### config.mk
export PLATFORM = sky130hd
export DESIGN_NAME = smram_guard
export DESIGN_NICKNAME = d
export VERILOG_FILES = /design/src/rtl/smram_guard_pkg.sv /design/src/rtl/smram_cfg_regs.sv /design/src/rtl/smram_win_cmp.sv /design/src/rtl/smram_guard.sv
export SDC_FILE = /design/constraint.sdc
export NUM_CORES = 1
export LEC_CHECK = 0
export BUFFER_PORTS_ARGS = -buffer_cell sky130_fd_sc_hd__buf_2
export CAP_MARGIN = 30
export CORE_MARGIN = 3
export CORE_UTILIZATION = 48
export DETAILED_ROUTE_END_ITERATION = 8
export PLACE_DENSITY = 0.75
export SLEW_MARGIN = 0
export SYNTH_ARGS = -nofsm -noshare
export SYNTH_HDL_FRONTEND = slang
export SYNTH_SLANG_ARGS = --single-unit
export TNS_END_PERCENT = 5
### constraint.sdc
create_clock -name clk -period 3.05 [get_ports clk]
set_input_delay 0.1525 -clock clk [delete_from_list [all_inputs] [get_ports clk]]
set_output_delay 0.1525 -clock clk [all_outputs]
set_load 0.02 [all_outputs]
### src/rtl/smram_guard_pkg.sv
package smram_guard_pkg;

    typedef enum logic [2:0] {
        SEL_CTRL      = 3'd0,
        SEL_TSEG_BASE = 3'd1,
        SEL_TSEG_SIZE = 3'd2,
        SEL_RR_BASE   = 3'd3,
        SEL_RR_MASK   = 3'd4
    } cfg_sel_e;

    // control register field positions
    localparam int CTRL_EN_BIT   = 3;
    localparam int CTRL_LOCK_BIT = 4;
    localparam int CTRL_CLS_BIT  = 5;
    localparam int CTRL_OPEN_BIT = 6;

    // range-mask word: valid flag position
    localparam int RR_VALID_BIT  = 0;

    // fixed windows: index 0 is the legacy window (subject to "closed")
    localparam int NUM_FIXED_WIN = 2;

    typedef struct packed {
        logic allow;
        logic drop_wr;
        logic fixed;
    } verdict_t;

endpackage

### src/rtl/smram_cfg_regs.sv
module smram_cfg_regs
    import smram_guard_pkg::*;
#(
    parameter int ADDR_W     = 32,
    parameter int TSEG_SHIFT = 20,
    parameter int TSEG_SZ_W  = 4,
    parameter int RR_SHIFT   = 12
) (
    input  logic                       clk,
    input  logic                       rst_n,
    input  logic                       wr_en,
    input  logic [2:0]                 wr_sel,
    input  logic [ADDR_W-1:0]          wr_data,
    input  logic                       wr_smm,
    output logic                       cfg_en,
    output logic                       cfg_lock,
    output logic                       cfg_cls,
    output logic                       cfg_open,
    output logic [ADDR_W-TSEG_SHIFT-1:0] tseg_base,
    output logic [TSEG_SZ_W-1:0]       tseg_size,
    output logic [ADDR_W-RR_SHIFT-1:0] rr_base,
    output logic [ADDR_W-RR_SHIFT-1:0] rr_mask,
    output logic                       rr_valid
);

    localparam int TB_W = ADDR_W - TSEG_SHIFT;
    localparam int RB_W = ADDR_W - RR_SHIFT;

    typedef struct packed {
        logic              en;
        logic              lock;
        logic              cls;
        logic              open;
        logic [TB_W-1:0]   tb;
        logic [TSEG_SZ_W-1:0] ts;
        logic [RB_W-1:0]   rb;
        logic [RB_W-1:0]   rm;
        logic              rv;
    } cfg_st_t;

    cfg_st_t st_d, st_q;

    logic unused_wdata;
    assign unused_wdata = ^wr_data;

    always_comb begin
        st_d = st_q;
        if (wr_en) begin
            case (cfg_sel_e'(wr_sel))
                SEL_CTRL: begin
                    if (!st_q.lock) begin
                        st_d.en   = wr_data[CTRL_EN_BIT];
                        st_d.cls  = wr_data[CTRL_CLS_BIT];
                        st_d.lock = wr_data[CTRL_LOCK_BIT];
                        st_d.open = wr_data[CTRL_OPEN_BIT] & ~wr_data[CTRL_LOCK_BIT];
                    end
                end
                SEL_TSEG_BASE: begin
                    if (!st_q.lock) st_d.tb = wr_data[ADDR_W-1:TSEG_SHIFT];
                end
                SEL_TSEG_SIZE: begin
                    if (!st_q.lock) st_d.ts = wr_data[TSEG_SZ_W-1:0];
                end
                SEL_RR_BASE: begin
                    if (wr_smm) st_d.rb = wr_data[ADDR_W-1:RR_SHIFT];
                end
                SEL_RR_MASK: begin
                    if (wr_smm) begin
                        st_d.rm = wr_data[ADDR_W-1:RR_SHIFT];
                        st_d.rv = wr_data[RR_VALID_BIT];
                    end
                end
                default: ;
            endcase
        end
    end

    always_ff @(posedge clk or negedge rst_n) begin
        if (!rst_n) st_q <= '0;
        else        st_q <= st_d;
    end

    assign cfg_en    = st_q.en;
    assign cfg_lock  = st_q.lock;
    assign cfg_cls   = st_q.cls;
    assign cfg_open  = st_q.open;
    assign tseg_base = st_q.tb;
    assign tseg_size = st_q.ts;
    assign rr_base   = st_q.rb;
    assign rr_mask   = st_q.rm;
    assign rr_valid  = st_q.rv;

    AST_LOCK_STICKY: assert property (@(posedge clk) disable iff (!rst_n)
        st_q.lock |=> st_q.lock);
    AST_LOCKED_FROZEN: assert property (@(posedge clk) disable iff (!rst_n)
        st_q.lock |=> $stable({st_q.en, st_q.cls, st_q.open, st_q.tb, st_q.ts}));
    AST_LOCK_CLEARS_OPEN: assert property (@(posedge clk) disable iff (!rst_n)
        $rose(st_q.lock) |-> !st_q.open);
    AST_RR_SMM_ONLY: assert property (@(posedge clk) disable iff (!rst_n)
        !(wr_en && wr_smm) |=> $stable({st_q.rb, st_q.rm, st_q.rv}));

endmodule

### src/rtl/smram_win_cmp.sv
module smram_win_cmp #(
    parameter int ADDR_W = 32
) (
    input  logic              en,
    input  logic [ADDR_W-1:0] addr,
    input  logic [ADDR_W-1:0] lo,
    input  logic [ADDR_W:0]   hi_x,
    output logic              hit
);

    always_comb begin
        hit = en && ({1'b0, addr} >= {1'b0, lo}) && ({1'b0, addr} < hi_x);
    end

endmodule

### src/rtl/smram_guard.sv
module smram_guard
    import smram_guard_pkg::*;
#(
    parameter int ADDR_W     = 32,
    parameter int DATA_W     = 32,
    parameter int TSEG_SHIFT = 20,
    parameter int TSEG_SZ_W  = 4,
    parameter int RR_SHIFT   = 12,
    parameter logic [ADDR_W-1:0] LEG_BASE  = 32'h000A_0000,
    parameter logic [ADDR_W-1:0] LEG_SIZE  = 32'h0002_0000,
    parameter logic [ADDR_W-1:0] HIGH_BASE = 32'hFEDA_0000,
    parameter logic [ADDR_W-1:0] HIGH_SIZE = 32'h0002_0000
) (
    input  logic              clk,
    input  logic              rst_n,
    input  logic              req_valid,
    input  logic [ADDR_W-1:0] req_addr,
    input  logic              req_write,
    input  logic              req_smm,
    input  logic              req_dma,
    input  logic              cfg_wr_en,
    input  logic [2:0]        cfg_sel,
    input  logic [ADDR_W-1:0] cfg_wdata,
    input  logic              cfg_smm,
    output logic              rsp_valid,
    output logic              rsp_allow,
    output logic              rsp_drop_wr,
    output logic              rsp_fixed,
    output logic [DATA_W-1:0] rsp_fixed_data
);

    localparam int TB_W = ADDR_W - TSEG_SHIFT;
    localparam int RB_W = ADDR_W - RR_SHIFT;
    localparam logic [ADDR_W-1:0] WIN_BASE [NUM_FIXED_WIN] = '{LEG_BASE, HIGH_BASE};
    localparam logic [ADDR_W-1:0] WIN_SIZE [NUM_FIXED_WIN] = '{LEG_SIZE, HIGH_SIZE};

    typedef struct packed {
        logic     valid;
        verdict_t v;
    } rsp_t;

    logic                 cfg_en, cfg_lock, cfg_cls, cfg_open, rr_valid;
    logic [TB_W-1:0]      tseg_base;
    logic [TSEG_SZ_W-1:0] tseg_size;
    logic [RB_W-1:0]      rr_base, rr_mask;

    smram_cfg_regs #(
        .ADDR_W(ADDR_W), .TSEG_SHIFT(TSEG_SHIFT),
        .TSEG_SZ_W(TSEG_SZ_W), .RR_SHIFT(RR_SHIFT)
    ) cfg_i (
        .clk(clk), .rst_n(rst_n),
        .wr_en(cfg_wr_en), .wr_sel(cfg_sel), .wr_data(cfg_wdata), .wr_smm(cfg_smm),
        .cfg_en(cfg_en), .cfg_lock(cfg_lock), .cfg_cls(cfg_cls), .cfg_open(cfg_open),
        .tseg_base(tseg_base), .tseg_size(tseg_size),
        .rr_base(rr_base), .rr_mask(rr_mask), .rr_valid(rr_valid)
    );

    logic unused_lock;
    assign unused_lock = cfg_lock;

    // fixed windows
    logic [NUM_FIXED_WIN-1:0] fixed_hit;
    for (genvar g = 0; g < NUM_FIXED_WIN; g++) begin : g_fixed_win
        smram_win_cmp #(.ADDR_W(ADDR_W)) win_i (
            .en(cfg_en),
            .addr(req_addr),
            .lo(WIN_BASE[g]),
            .hi_x({1'b0, WIN_BASE[g]} + {1'b0, WIN_SIZE[g]}),
            .hit(fixed_hit[g])
        );
    end

    // extended segment window from its own base/size registers
    logic [ADDR_W-1:0] tseg_lo;
    logic [ADDR_W:0]   tseg_hi;
    logic              tseg_hit;

    always_comb begin
        tseg_lo = {tseg_base, {TSEG_SHIFT{1'b0}}};
        tseg_hi = {1'b0, tseg_lo} + ((ADDR_W+1)'(tseg_size) << TSEG_SHIFT);
    end

    smram_win_cmp #(.ADDR_W(ADDR_W)) tseg_i (
        .en(cfg_en && (tseg_size != '0)),
        .addr(req_addr),
        .lo(tseg_lo),
        .hi_x(tseg_hi),
        .hit(tseg_hit)
    );

    // CPU-side range register
    logic rr_hit;
    always_comb begin
        rr_hit = !req_dma && rr_valid &&
                 ((req_addr[ADDR_W-1:RR_SHIFT] & rr_mask) == (rr_base & rr_mask));
    end

    // verdict
    rsp_t rsp_d, rsp_q;
    logic in_smm, prot_hit, grant;

    always_comb begin
        in_smm   = req_smm && !req_dma;
        prot_hit = (|fixed_hit) || tseg_hit;
        if (!prot_hit)   grant = 1'b1;
        else if (in_smm) grant = !(cfg_cls && fixed_hit[0]);
        else             grant = cfg_open;
        if (rr_hit && !in_smm) grant = 1'b0;

        rsp_d = '0;
        if (req_valid) begin
            rsp_d.valid     = 1'b1;
            rsp_d.v.allow   = grant;
            rsp_d.v.drop_wr = !grant && req_write;
            rsp_d.v.fixed   = !grant && !req_write;
        end
    end

    always_ff @(posedge clk or negedge rst_n) begin
        if (!rst_n) rsp_q <= '0;
        else        rsp_q <= rsp_d;
    end

    assign rsp_valid      = rsp_q.valid;
    assign rsp_allow      = rsp_q.v.allow;
    assign rsp_drop_wr    = rsp_q.v.drop_wr;
    assign rsp_fixed      = rsp_q.v.fixed;
    assign rsp_fixed_data = {DATA_W{rsp_q.v.fixed}};

    AST_ONE_OUTCOME: assert property (@(posedge clk) disable iff (!rst_n)
        rsp_valid |-> ($countones({rsp_allow, rsp_drop_wr, rsp_fixed}) == 1));
    AST_IDLE_QUIET: assert property (@(posedge clk) disable iff (!rst_n)
        !rsp_valid |-> ({rsp_allow, rsp_drop_wr, rsp_fixed} == 3'b000));
    AST_RSP_LATENCY: assert property (@(posedge clk) disable iff (!rst_n)
        req_valid |=> rsp_valid);
    AST_NO_SPURIOUS_RSP: assert property (@(posedge clk) disable iff (!rst_n)
        !req_valid |=> !rsp_valid);
    AST_DROP_ONLY_WRITE: assert property (@(posedge clk) disable iff (!rst_n)
        (req_valid && !req_write) |=> !rsp_drop_wr);
    AST_DMA_NOT_SMM: assert property (@(posedge clk) disable iff (!rst_n)
        (req_valid && req_dma && prot_hit && !cfg_open) |=> !rsp_allow);
    AST_RR_BLOCKS: assert property (@(posedge clk) disable iff (!rst_n)
        (req_valid && !req_dma && !req_smm && rr_hit) |=> !rsp_allow);

endmodule

---- Yosys cells after proc, flatten, opt, wreduce, memory -nomap -nowiden ----
Index checks and enable logic that the tools add are counted.
storage, ports and cells
  bits in registers ....................... 65
  input port bits ......................... 75
  output and inout port bits .............. 36
  logic and storage cells ................. 64
cells by class
  add/subtract/negate cells ............... 1
  order comparisons ....................... 6
  eq/ne operators ......................... 5
  muxes and demuxes ....................... 5
  bitwise operators ....................... 5
  reduce and logical (&&, ||, !) cells .... 29
operators by type and width
  cell                                                                 count
  bitwise AND 20 bit                                                   2
  adder 32 x 24 -> 33 bit                                              1
  < comparator 32 x 33 -> 1 bit                                        1
  greater-or-equal comparator 32 x 20 -> 1 bit, second input constant  1
  greater-or-equal comparator 32 bit                                   1
  greater-or-equal comparator 32 bit, second input constant            1
  < comparator 32 x 20 -> 1 bit, second input constant                 1
  < comparator 32 bit, second input constant                           1
  == test 20 bit                                                       1
  AND reduction 3 bit                                                  5
  logical AND 1 bit                                                    14
  == test 3 x 2 -> 1 bit, second input constant                        2
  zero test 1 bit                                                      5
  2-to-1 mux 4 bit                                                     1
  nonzero test 4 bit                                                   1
  == test 3 x 1 -> 1 bit, second input constant                        1
  == test 3 bit, second input constant                                 1
  zero test 3 bit                                                      1
  2-to-1 mux 1 bit                                                     3
  2-to-1 mux 3 bit                                                     1
  NOT 1 bit                                                            2
  AND reduction 2 bit                                                  1
  OR reduction 2 bit                                                   1
  bitwise AND 1 bit                                                    1
  logical OR 1 bit                                                     1

---- Longest topological paths before layout ----
Gate-level depths: netlist (run 1).
  depth in word-level cells ............... 11
  depth in mapped cells ................... 16
  mapped depth without buffers ............ 16

---- Modules after synthesis ----
Synthesis (run 1) repeated with hierarchy kept, for this count alone.
unflattened totals
  cell total of the unflattened synthesis .. 932
  area total of the unflattened synthesis .. 8211.6 um^2
modules (own cells, without submodules)
  module          times used  cells each  area each (um^2)  sequential area each (um^2)
  smram_win_cmp   3           223         1612.8            0.0
  smram_cfg_regs  1           136         2346.0            1526.5
  smram_guard     1           127         1027.2            100.1

---- Worst setup path before layout (run 1) ----
OpenSTA, ideal clock, no wires.
  path type ............................... register to register
  start point ............................. reg cfg_i.st_q, in the netlist cfg_i.tseg_base[0]
  end point ............................... reg rsp_q, in the netlist rsp_allow
  library setup time ...................... 0.120 ns
  data arrival time ....................... 3.019 ns
  required time ........................... 2.930 ns
  setup slack ............................. -0.088 ns
  stages on the path, launching flop included .. 17
  path buffers ............................ 0
  period minus slack after synthesis ...... 3.138 ns
  path through ............................ dfrtp_1 > ha_1 > inv_1 > fa_1 > nor2b_1 > o21ai_1 > nand2_1 > nand2_1 > nor4_1 > xnor2_1 > ha_1 > o21ai_0 > o21ai_0 > a22oi_1 > a211oi_1 > or4_1 > and3_1
RTL lines
  item                    RTL line              text
  start, declared         smram_cfg_regs.sv:41  cfg_st_t st_d, st_q;
  start signal, assigned  smram_cfg_regs.sv:80  else st_q <= st_d;
  end signal, assigned    smram_guard.sv:121    else rsp_q <= rsp_d;
  end, declared           smram_guard.sv:99     rsp_t rsp_d, rsp_q;

==> metrics.yaml, run 1 <==
yosysWarnings: 0
ioPinCount: 111
worst_slack_ps: -222.8
worstPathMaxFanout: 3
startpoint_type: "flip-flop"
vias: 3021
avgSynthCellArea_um2: 11.17
synth_mux_area_frac: 0.1666
min_path_type: "in -> reg"
start_util: 0.4997
yosys.area.top_type_share: 0.4148
hp-start: "cfg_wdata[1]"
synthFlopType: "dfrtp_1"
multiInputGateArea_um2: 2001
via_per_inst: 5.503
register_area_um2: 1627
cts-root-buf: "clkbuf_8"
clk_latency_ps: 340
grt_setup_unrepaired: "yes"
synth_fa_ha_area_frac: 0.09126
critPathMaxStageDelay_ps: 470
drv_cap: 0
wl_per_cell_um: 16.52
cts_tree: "yes"
period_share: 1.073
clockBufferDepth: 2
drc: 0
numCtsBuffers: 9
p_leak_nw: 2.289
cts.htree.levels: 3
synth_compound_area_frac: 0.06573
grt_pass1_wl_mm: 14.59
fp.dieH_um: 96.39
grt.overflow.total: 0
slew_headroom: 0.4941
die_w_um: 96.39
io_buffers: 105
track_usage: 0.2096
synth_top_cell_by_area: "dfrtp_1"
drtPass1Iterations: 4
area_growth_pct: 18.89
slowest_stage: "or4_1"
rows: 32
ys_types: 43
synth_top_family_by_area: "multiplexers"
drt_iter0_drc: 111
violations: "setup timing"
crit_start: "cfg_i.tseg_size[0]$_DFFE_PN0P_"
maxSlewViolCount: 0
crit_family: "simple AND/OR/NAND/NOR gates"
period_needed_ps: 3273
antenna_found_initial: 0
core_um2: 7848
drive_above_1_share: 0.4474
grt_max_degree: 34
dp_hpwl_mm: 7.196
synth-xor-area-share: 0.06477
clk_pin_slew_ps: 70
r2r_start: "cfg_i.tseg_size[0]$_DFFE_PN0P_"
p_per_area_nw_per_um2: 685.4
nNetsFinal: 545
die_area_um2: 9290
clkSinkCount: 65
fillers: 703
hold_viol: 0
crit_buf_inv: 1
finalSetupViolCount: 3
crit_top_cell: "a211oi_1"
place.gp.congestion: 0.8791
cp.required_ps: 3280
synthTopCellsByArea: "dfrtp_1 (41%), mux2_2 (17%), ha_1 (8.6%)"
worst_pin_slew_ps: 756.6
syn-instance-count: 351
cp.arrival_ps: 3500
grt_pass1_vias: 2985
critPathKind: "reg -> reg"
synthArstFlopShare: 1.000
syn_area_um2: 3921
peakVddDrop_mv: 0.3690
syn_nets: 454
synth-seq-cells: 65
max_freq_mhz: 305.6
clock-skew-final_ps: 9.703
outcome: "finished with violations"
pre_cts_ws_ps: -305.9
synthSimpleGateAreaFrac: 0.1146
critPathCaptureType: "flip-flop"
antenna_cells: 0
hold_ws_ps: 33.36
ant_nets: 0
ys_seq_area_frac: 0.4148
path_cells: "ha_2, inv_1, fa_2, nor2b_1, o21ai_1, nand2_1, nand3_1, xnor2_1, ha_1, a211oi_1, o21ai_0, a22oi_1, a211oi_1, or4_1, and3_1"
drt_wl_total_mm: 9.068
synth_edf_count: 0
power by group:
group / leakage [nW] / switching, W / internal, W
registers: 0.794 / 0.000171 / 0.00108
clock network: 0.106 / 0.000337 / 0.000426
logic: 1.39 / 0.000580 / 0.000598
total: 2.29 / 0.00109 / 0.00211
metrics by stage:
stage            util  cells  TNS [ps]  cell area, um2  total power, W
5_1_grt        0.5941    549     -1294            4662        0.003441
3_3_place_gp   0.5606    530    -219.0            4399        0.002362
4_1_cts        0.5926    549    -597.4            4651        0.003206
6_report       0.5941    549    -511.4            4662        0.003195
3_5_place_dp   0.5620    531    -751.8            4410        0.002417
2_1_floorplan       -    351         0            3931        0.002038
cell usage after synthesis, types with 2 or more instances:
cell type / count
xor2_1: 22
inv_1: 16
buf_1: 3
a31oi_1: 3
nand4_1: 8
and3_1: 3
dfrtp_1: 65
xnor2_1: 7
ha_1: 27
a21oi_1: 7
buf_4: 32
o21ai_0: 8
nor3_1: 7
or4_1: 3
nor2_1: 10
nand2_1: 15
and4_1: 2
a22oi_1: 7
a21o_1: 2
nand3_1: 8
clkbuf_1: 3
nor2b_1: 5
mux2_2: 58
nor4_1: 7
nand2b_1: 3
a211oi_1: 2
a221oi_1: 2
cells by family after synthesis:
group | after synthesis
and+or+nand+nor | 78
DFF | 65
muxes | 58
buffers and inverters | 54
AOI/OAI and AO/OA | 39
xor gates and xnor gates | 29
adders and majority gates | 28
metal layers:
metal	share of wire	wire length [um]	global-route usage	vias to the layer above
met5	0	0	0	-
met1	0.43	3876	0.2753	1494
met2	0.50	4507	0.3577	99
met4	0.011	97	0.05374	0
li1	-	-	-	1417
met3	0.065	587	0.03873	11
path summary, 6_finish.rpt:
path	to	slack (ps)	depth (start not counted)
min in group asynchronous	cfg_i.rr_mask[3]$_DFFE_PN0P_	380	2
min	cfg_i.tseg_size[1]$_DFFE_PN0P_	30	3
max reg2reg	rsp_allow$_DFF_PN0_	-220	15
max in group asynchronous	cfg_i.tseg_size[2]$_DFFE_PN0P_	1970	3
max	rsp_allow$_DFF_PN0_	-220	15
min reg2reg	cfg_i.cfg_lock$_DFFE_PN0P_	480	1
tightest hold or removal path, cell delays in order:
cell,delay (ps)
buf_2,80
nand2_1,40
o21ai_0,60
flip-flops by register name, indices dropped and copies added (netlist names):
name,cells
cfg_i.rr_base,20
cfg_i.tseg_size,4
cfg_i.rr_mask,20
rsp_drop_wr,1
rsp_allow,1
cfg_i.cfg_lock,1
rsp_valid,1
rsp_fixed,1
cfg_i.cfg_cls,1
cfg_i.rr_valid,1
cfg_i.cfg_open,1
cfg_i.tseg_base,12
cfg_i.cfg_en,1
cell usage in the layout, fill, tap and decap left out, drive strengths merged, types with 2 or more instances in the layout:
cell,count
ha,27
mux2,58
dfrtp,65
or4,4
a21o,2
and4,2
o21ai,9
clkinv,3
xnor2,7
clkbuf,11
nor4,8
nand4,8
a211oi,2
inv,16
nand2b,3
nor2,10
a21oi,7
nor3,7
a221oi,2
xor2,22
and3,3
a22oi,7
nand3,8
buf,116
nand2,15
dlygate4sd3,2
nor2b,5
a31oi,3
layout make-up:
type	instances	share of cell area
Tap cell	102	0.02738
Inverter	16	0.01288
Multi-Input combinational cell	232	0.4291
Timing Repair Buffer	118	0.1355
Clock buffer	11	0.03247
Clock inverter	5	0.01369
Sequential cell	65	0.3489
what timing repair did:
item                                   CTS  global route
setup buffers                            0             0
gates resized for setup                  2             2
setup endpoints to repair                3             3
pin swaps                                0             0
endpoints found under the hold margin   30             0
hold buffers                             2             0
(Power assumes the default switching activity.)
==> run 2: changes to the inputs <==
--- a/config.mk
+++ b/config.mk
@@ -7,11 +7,10 @@
 export LEC_CHECK = 0
 export BUFFER_PORTS_ARGS = -buffer_cell sky130_fd_sc_hd__buf_2
 export CAP_MARGIN = 30
-export CORE_MARGIN = 3
 export CORE_UTILIZATION = 48
 export DETAILED_ROUTE_END_ITERATION = 8
 export PLACE_DENSITY = 0.75
-export SLEW_MARGIN = 0
+export SLEW_MARGIN = 15
 export SYNTH_ARGS = -nofsm -noshare
 export SYNTH_HDL_FRONTEND = slang
 export SYNTH_SLANG_ARGS = --single-unit
==> run 2 against run 1 <==
  * First-iteration DRC count grew 40%
  * Non-clock buffer count grew 3
  * Clock skew is 1.4 ps lower
  * Clock power shrank 2%
  * Fmax increased by 1.9%
  * Worst hold slack got worse by 20 ps
  * Final area is 0.32% higher
  * Via count barely moved
  * Worst setup slack better by 61 ps
  * The run still ends with setup timing left
==> metrics.yaml, run 2 (same netlist as run 1, synthesis figures left out) <==
cts_tree: "yes"
clkSinkCount: 65  # unchanged
grt.overflow.total: 0  # unchanged
slew_headroom: 0.5463  # +0.05217
antenna_cells: 0  # unchanged
worstPathMaxFanout: 3  # unchanged
clk_pin_slew_ps: 80  # about the same
maxSlewViolCount: 0  # unchanged
startpoint_type: "flip-flop"
nNetsFinal: 548  # +0.55%
violations: "setup timing"
register_area_um2: 1627  # unchanged
multiInputGateArea_um2: 1989  # -0.56%
grt_pass1_vias: 3168  # +6.1%
drtPass1Iterations: 4  # unchanged
start_util: 0.5022  # +0.002562
outcome: "finished with violations"
critPathCaptureType: "flip-flop"
antenna_found_initial: 0  # unchanged
clock-skew-final_ps: 8.270  # -1.433 ps
cp.arrival_ps: 3450  # -50 ps
min_path_type: "in -> reg"
drive_above_1_share: 0.4489  # +0.001462
track_usage: 0.2267  # +0.01706
max_freq_mhz: 311.3  # +1.9%
clockBufferDepth: 2  # unchanged
dp_hpwl_mm: 7.039  # -2.2%
ant_nets: 0  # unchanged
grt_setup_unrepaired: "yes"
area_growth_pct: 19.27
hold_viol: 0  # unchanged
mostFrequentLayoutCells: "buf_2 (105), dfrtp_1 (65), mux2_2 (58)"
drt_iter0_drc: 155  # +40%
worst_pin_slew_ps: 678.7  # -77.90 ps
vias: 3024  # +0.099%
cts.htree.levels: 3  # unchanged
clk_latency_ps: 350  # about the same
power.total_w: 0.003188  # -0.23%
via_per_inst: 5.478  # -0.44%
path_cells: "ha_2, inv_1, fa_2, nor2b_2, o21ai_1, nand2_1, nand2_1, nor4_2, xnor2_1, ha_1, o21ai_0, o21ai_1, a22oi_1, a211oi_1, or4_1, and3_1"
drv_cap: 0  # unchanged
core_um2: 7807  # -0.51%
critPathKind: "reg -> reg"
layout_commonest_cell: "buf_2"
drt_wl_total_mm: 8.788  # -3.1%
grt_pass1_wl_mm: 14.94  # +2.4%
cts_setup_buffers: 0  # unchanged
worst_slack_ps: -162.0  # +60.82 ps
cts-root-buf: "clkbuf_8"
period_needed_ps: 3212  # -60.82 ps
place.gp.congestion: 0.8723  # -0.77%
drc: 0  # unchanged
ioPinCount: 111  # unchanged
cp.required_ps: 3290  # about the same
fillers: 661  # -6.0%
grt_max_degree: 34  # unchanged
slowest_stage: "or4_1"
dpl.cell_count: 534  # +0.56%
fp.dieH_um: 92.39  # -4.2%
period_share: 1.053  # -0.01994
wl_per_cell_um: 15.92  # -3.6%
peakVddDrop_mv: 0.5883  # +59%
finalSetupViolCount: 3  # unchanged
final_cells: 552  # +0.55%
rows: 32  # unchanged
die_w_um: 92.39  # -4.2%
io_buffers: 105  # unchanged
critPathMaxStageDelay_ps: 460  # about the same
die_area_um2: 8535  # -8.1%
p_leak_nw: 2.294  # +0.21%
numCtsBuffers: 9  # unchanged
p_per_area_nw_per_um2: 681.6  # -0.55%
## run 2: worst max-delay path, delay by kind of cell, from the launching register on
family	cells	cell delay (ps)
AO/OA/AOI/OAI	5	520
buffers and inverters	1	50
XOR/XNOR	1	180
adder cells (fa/ha/maj)	3	810
flip-flops	1	360
AND/OR/NAND/NOR	6	1170
## run 2: area by class of cell
| class | count | area share |
|---|---|---|
| clock inverter | 7 | 0.01685 |
| sequential | 65 | 0.3478 |
| multi-input combinational | 232 | 0.4254 |
| tap | 102 | 0.02729 |
| clock buffer | 9 | 0.02648 |
| timing repair buffer | 121 | 0.1434 |
| inverter | 16 | 0.01284 |
## run 2: timing repair
item                                   4_1_cts  5_1_grt
gates resized for setup                      1        3
hold buffers                                 2        0
setup endpoints to repair                    3        3
endpoints found under the hold margin       23        0
## run 2: layer usage
layer,GRT usage,wire [um]
met3,0.04351,588
met2,0.3815,4182
met4,0.08984,213
met5,0,0
met1,0.2865,3803
## run 2: stage by stage
step	instance area [um2]	worst slack [ps]	setup TNS, ps	hold WS [ps]	utilization
finish	4677	-162.0	-315.0	13.75	0.5990
global route	4677	-359.2	-968.7	27.95	0.5990
CTS	4672	-179.8	-357.4	15.56	0.5984
detailed placement	4447	-159.6	-284.4	163.9	0.5696
global placement	4412	-61.44	-61.44	303.0	0.5651
floorplan	3931	62.15	0	-143.1	-
## run 2: power by group
group	switching, W	total [W]	internal [W]
clock	0.000365	0.000749	0.000384
sequential	0.000171	0.00125	0.00108
combinational	0.000566	0.00119	0.000620
## run 2: path summary, 6_finish.rpt
check | cells after the start | start | slack [ps] | to
setup / recovery | 16 | cfg_i.tseg_size[0]$_DFFE_PN0P_ | -160 | rsp_allow$_DFF_PN0_
setup reg to reg | 16 | cfg_i.tseg_size[0]$_DFFE_PN0P_ | -160 | rsp_allow$_DFF_PN0_
min in group asynchronous | 2 | rst_n | 300 | cfg_i.rr_base[2]$_DFFE_PN0P_
hold reg to reg | 1 | cfg_i.cfg_lock$_DFFE_PN0P_ | 490 | cfg_i.cfg_lock$_DFFE_PN0P_
hold / removal | 3 | cfg_wdata[1] | 10 | cfg_i.tseg_size[1]$_DFFE_PN0P_
max in group asynchronous | 4 | rst_n | 1900 | cfg_i.rr_base[15]$_DFFE_PN0P_
==> run 3: changes to the inputs <==
--- a/config.mk
+++ b/config.mk
@@ -7,9 +7,9 @@
 export LEC_CHECK = 0
 export BUFFER_PORTS_ARGS = -buffer_cell sky130_fd_sc_hd__buf_2
 export CAP_MARGIN = 30
-export CORE_UTILIZATION = 48
+export CORE_UTILIZATION = 53
 export DETAILED_ROUTE_END_ITERATION = 8
-export PLACE_DENSITY = 0.75
+export PLACE_DENSITY = 0.79
 export SLEW_MARGIN = 15
 export SYNTH_ARGS = -nofsm -noshare
 export SYNTH_HDL_FRONTEND = slang
==> constraint.sdc (replaced) <==
create_clock -name clk -period 3.1 [get_ports clk]
set_input_delay 0.155 -clock clk [delete_from_list [all_inputs] [get_ports clk]]
set_output_delay 0.155 -clock clk [all_outputs]
set_load 0.02 [all_outputs]
==> run 3 against run 2 <==
  * The run still ends with setup timing left
  * Clock power shrank 8.7%
  * Combinational power rose by 4%
  * Global-route usage up 3.5 points
  * Die area down 9.2%
  * Non-clock buffer count stayed put
  * Sequential cell count is the same
  * Final cell count down 1.3%
  * Power decreased by 1.0%
  * Final area down 0.35%
  * Critical path depth stayed put
  * Worst hold slack better by 16 ps
  * Worst setup slack improved by 14 ps
  * Largest cell class unchanged
  * Largest power group unchanged
==> metrics.yaml, run 3 (same netlist as run 1, synthesis figures left out) <==
outcome: "finished with violations"
violations: "setup timing"
cp.required_ps: 3360  # +70 ps
worst_pin_slew_ps: 642.1  # -36.62 ps
clk_latency_ps: 340  # about the same
grt_pass1_vias: 2998  # -5.4%
period_needed_ps: 3248  # +36.11 ps
worstPathMaxFanout: 3  # unchanged
critPathCaptureType: "flip-flop"
via_per_inst: 5.565  # +1.6%
finalSetupViolCount: 3  # unchanged
peakVddDrop_mv: 0.4130  # -30%
start_util: 0.5616  # +0.05941
maxSlewViolCount: 0  # unchanged
clock-skew-final_ps: 7.957  # -0.3134 ps
register_area_um2: 1627  # unchanged
cts_tree: "yes"
ioPinCount: 111  # unchanged
grt_pass1_wl_mm: 14.77  # -1.2%
ant_nets: 0  # unchanged
final_cells: 545  # -1.3%
power.total_w: 0.003155  # -1.0%
grt_setup_unrepaired: "yes"
slew_headroom: 0.5708  # +0.02448
cts-root-buf: "clkbuf_8"
cp.arrival_ps: 3510  # +60 ps
drt_iter0_drc: 183  # +18%
startpoint_type: "flip-flop"
min_path_type: "in -> reg"
mostFrequentLayoutCells: "buf_2 (105), dfrtp_1 (65), mux2_2 (58)"
hold_ws_ps: 29.69  # +15.94 ps
vias: 3033  # +0.30%
drtPass1Iterations: 4  # unchanged
antenna_found_initial: 0  # unchanged
clockBufferDepth: 2  # unchanged
worst_slack_ps: -148.1  # +13.89 ps
clk_pin_slew_ps: 70  # about the same
io_buffers: 105  # unchanged
drt_wl_total_mm: 9.178  # +4.4%
drive_above_1_share: 0.4543  # +0.005454
multiInputGateArea_um2: 2007  # +0.88%
numCtsBuffers: 9  # unchanged
max_freq_mhz: 307.9  # -1.1%
fillers: 572  # -13%
critPathKind: "reg -> reg"
wl_per_cell_um: 16.84  # +5.8%
nNetsFinal: 548  # unchanged
dpl.cell_count: 526  # -1.5%
pre_cts_ws_ps: -268.2  # -108.6 ps
utilization: 0.6676  # +0.06853
place.gp.congestion: 0.9046  # +3.7%
layout_commonest_cell: "buf_2"
cts.htree.levels: 3  # unchanged
hold_viol: 0  # unchanged
antenna_cells: 0  # unchanged
area_growth_pct: 18.86
die_area_um2: 7747  # -9.2%
track_usage: 0.2615  # +0.03487
period_share: 1.048  # -0.005336
drv_cap: 0  # unchanged
clkSinkCount: 65  # unchanged
drc: 0  # unchanged
p_leak_nw: 2.294  # about the same
die_w_um: 88.02  # -4.7%
core_um2: 6982  # -11%
dp_hpwl_mm: 6.956  # -1.2%
grt_max_degree: 36  # +5.9%
rows: 30  # -6.3%
p_per_area_nw_per_um2: 677.0  # -0.67%
fp.dieH_um: 88.02  # -4.7%
grt.overflow.total: 0  # unchanged
## run 3: path summary, 6_finish.rpt
path / from / slack [ps] / depth (start not counted) / to
worst max-delay path: cfg_i.tseg_base[0]$_DFFE_PN0P_ / -150 / 16 / rsp_drop_wr$_DFF_PN0_
worst min-delay path: cfg_wdata[1] / 30 / 3 / cfg_i.tseg_size[1]$_DFFE_PN0P_
worst max register to register: cfg_i.tseg_base[0]$_DFFE_PN0P_ / -150 / 16 / rsp_drop_wr$_DFF_PN0_
worst min register to register: cfg_i.cfg_lock$_DFFE_PN0P_ / 470 / 1 / cfg_i.cfg_lock$_DFFE_PN0P_
max in group asynchronous: rst_n / 2050 / 4 / cfg_i.tseg_base[8]$_DFFE_PN0P_
min in group asynchronous: rst_n / 250 / 2 / rsp_fixed$_DFF_PN0_
## run 3: stage by stage
stage / setup TNS [ps] / instance area [um2]
3_3_place_gp: -181.3 / 4393
2_1_floorplan: 0 / 3928
5_1_grt: -749.7 / 4661
4_1_cts: -515.8 / 4639
3_5_place_dp: -702.6 / 4413
6_report: -371.5 / 4661
## run 3: routing by layer
| layer | GRT usage | vias to the layer above | share of wire |
|---|---|---|---|
| li1 | - | 1425 | - |
| met1 | 0.3364 | 1471 | 0.43 |
| met2 | 0.4397 | 119 | 0.49 |
| met3 | 0.05467 | 18 | 0.055 |
| met4 | 0.09091 | 0 | 0.022 |
| met5 | 0 | - | 0 |
## run 3: where the power goes
group,switching (W),internal [W]
registers,0.000170,0.00107
clock network,0.000322,0.000362
logic,0.000609,0.000627
total,0.00110,0.00205
## run 3: cell type report
| cell class | instances | area share |
|---|---|---|
| Sequential cell | 65 | 0.3490 |
| Clock inverter | 6 | 0.01289 |
| Inverter | 16 | 0.01289 |
| Multi-Input combinational cell | 232 | 0.4306 |
| Clock buffer | 9 | 0.02658 |
| Timing Repair Buffer | 121 | 0.1423 |
| Tap cell | 96 | 0.02577 |
## run 3: critical path, cell delays in order (launching register included)
cell	delay, ps
dfrtp_1	380
ha_2	200
inv_2	40
fa_2	340
nor2b_1	120
o21ai_1	80
nand2_1	130
buf_4	130
nand3_1	80
xnor2_1	150
ha_1	310
a211oi_2	180
o21ai_1	90
a22oi_1	190
a211oi_1	100
or4_4	450
a21oi_1	190
## run 3: what timing repair did
action / in CTS / in global routing
setup endpoints to repair: 3 / 3
hold endpoints to repair: 14 / 0
setup buffers: 2 / 0
gates resized for setup: 6 / 4
hold buffers: 2 / 0
pin swaps: 9 / 6
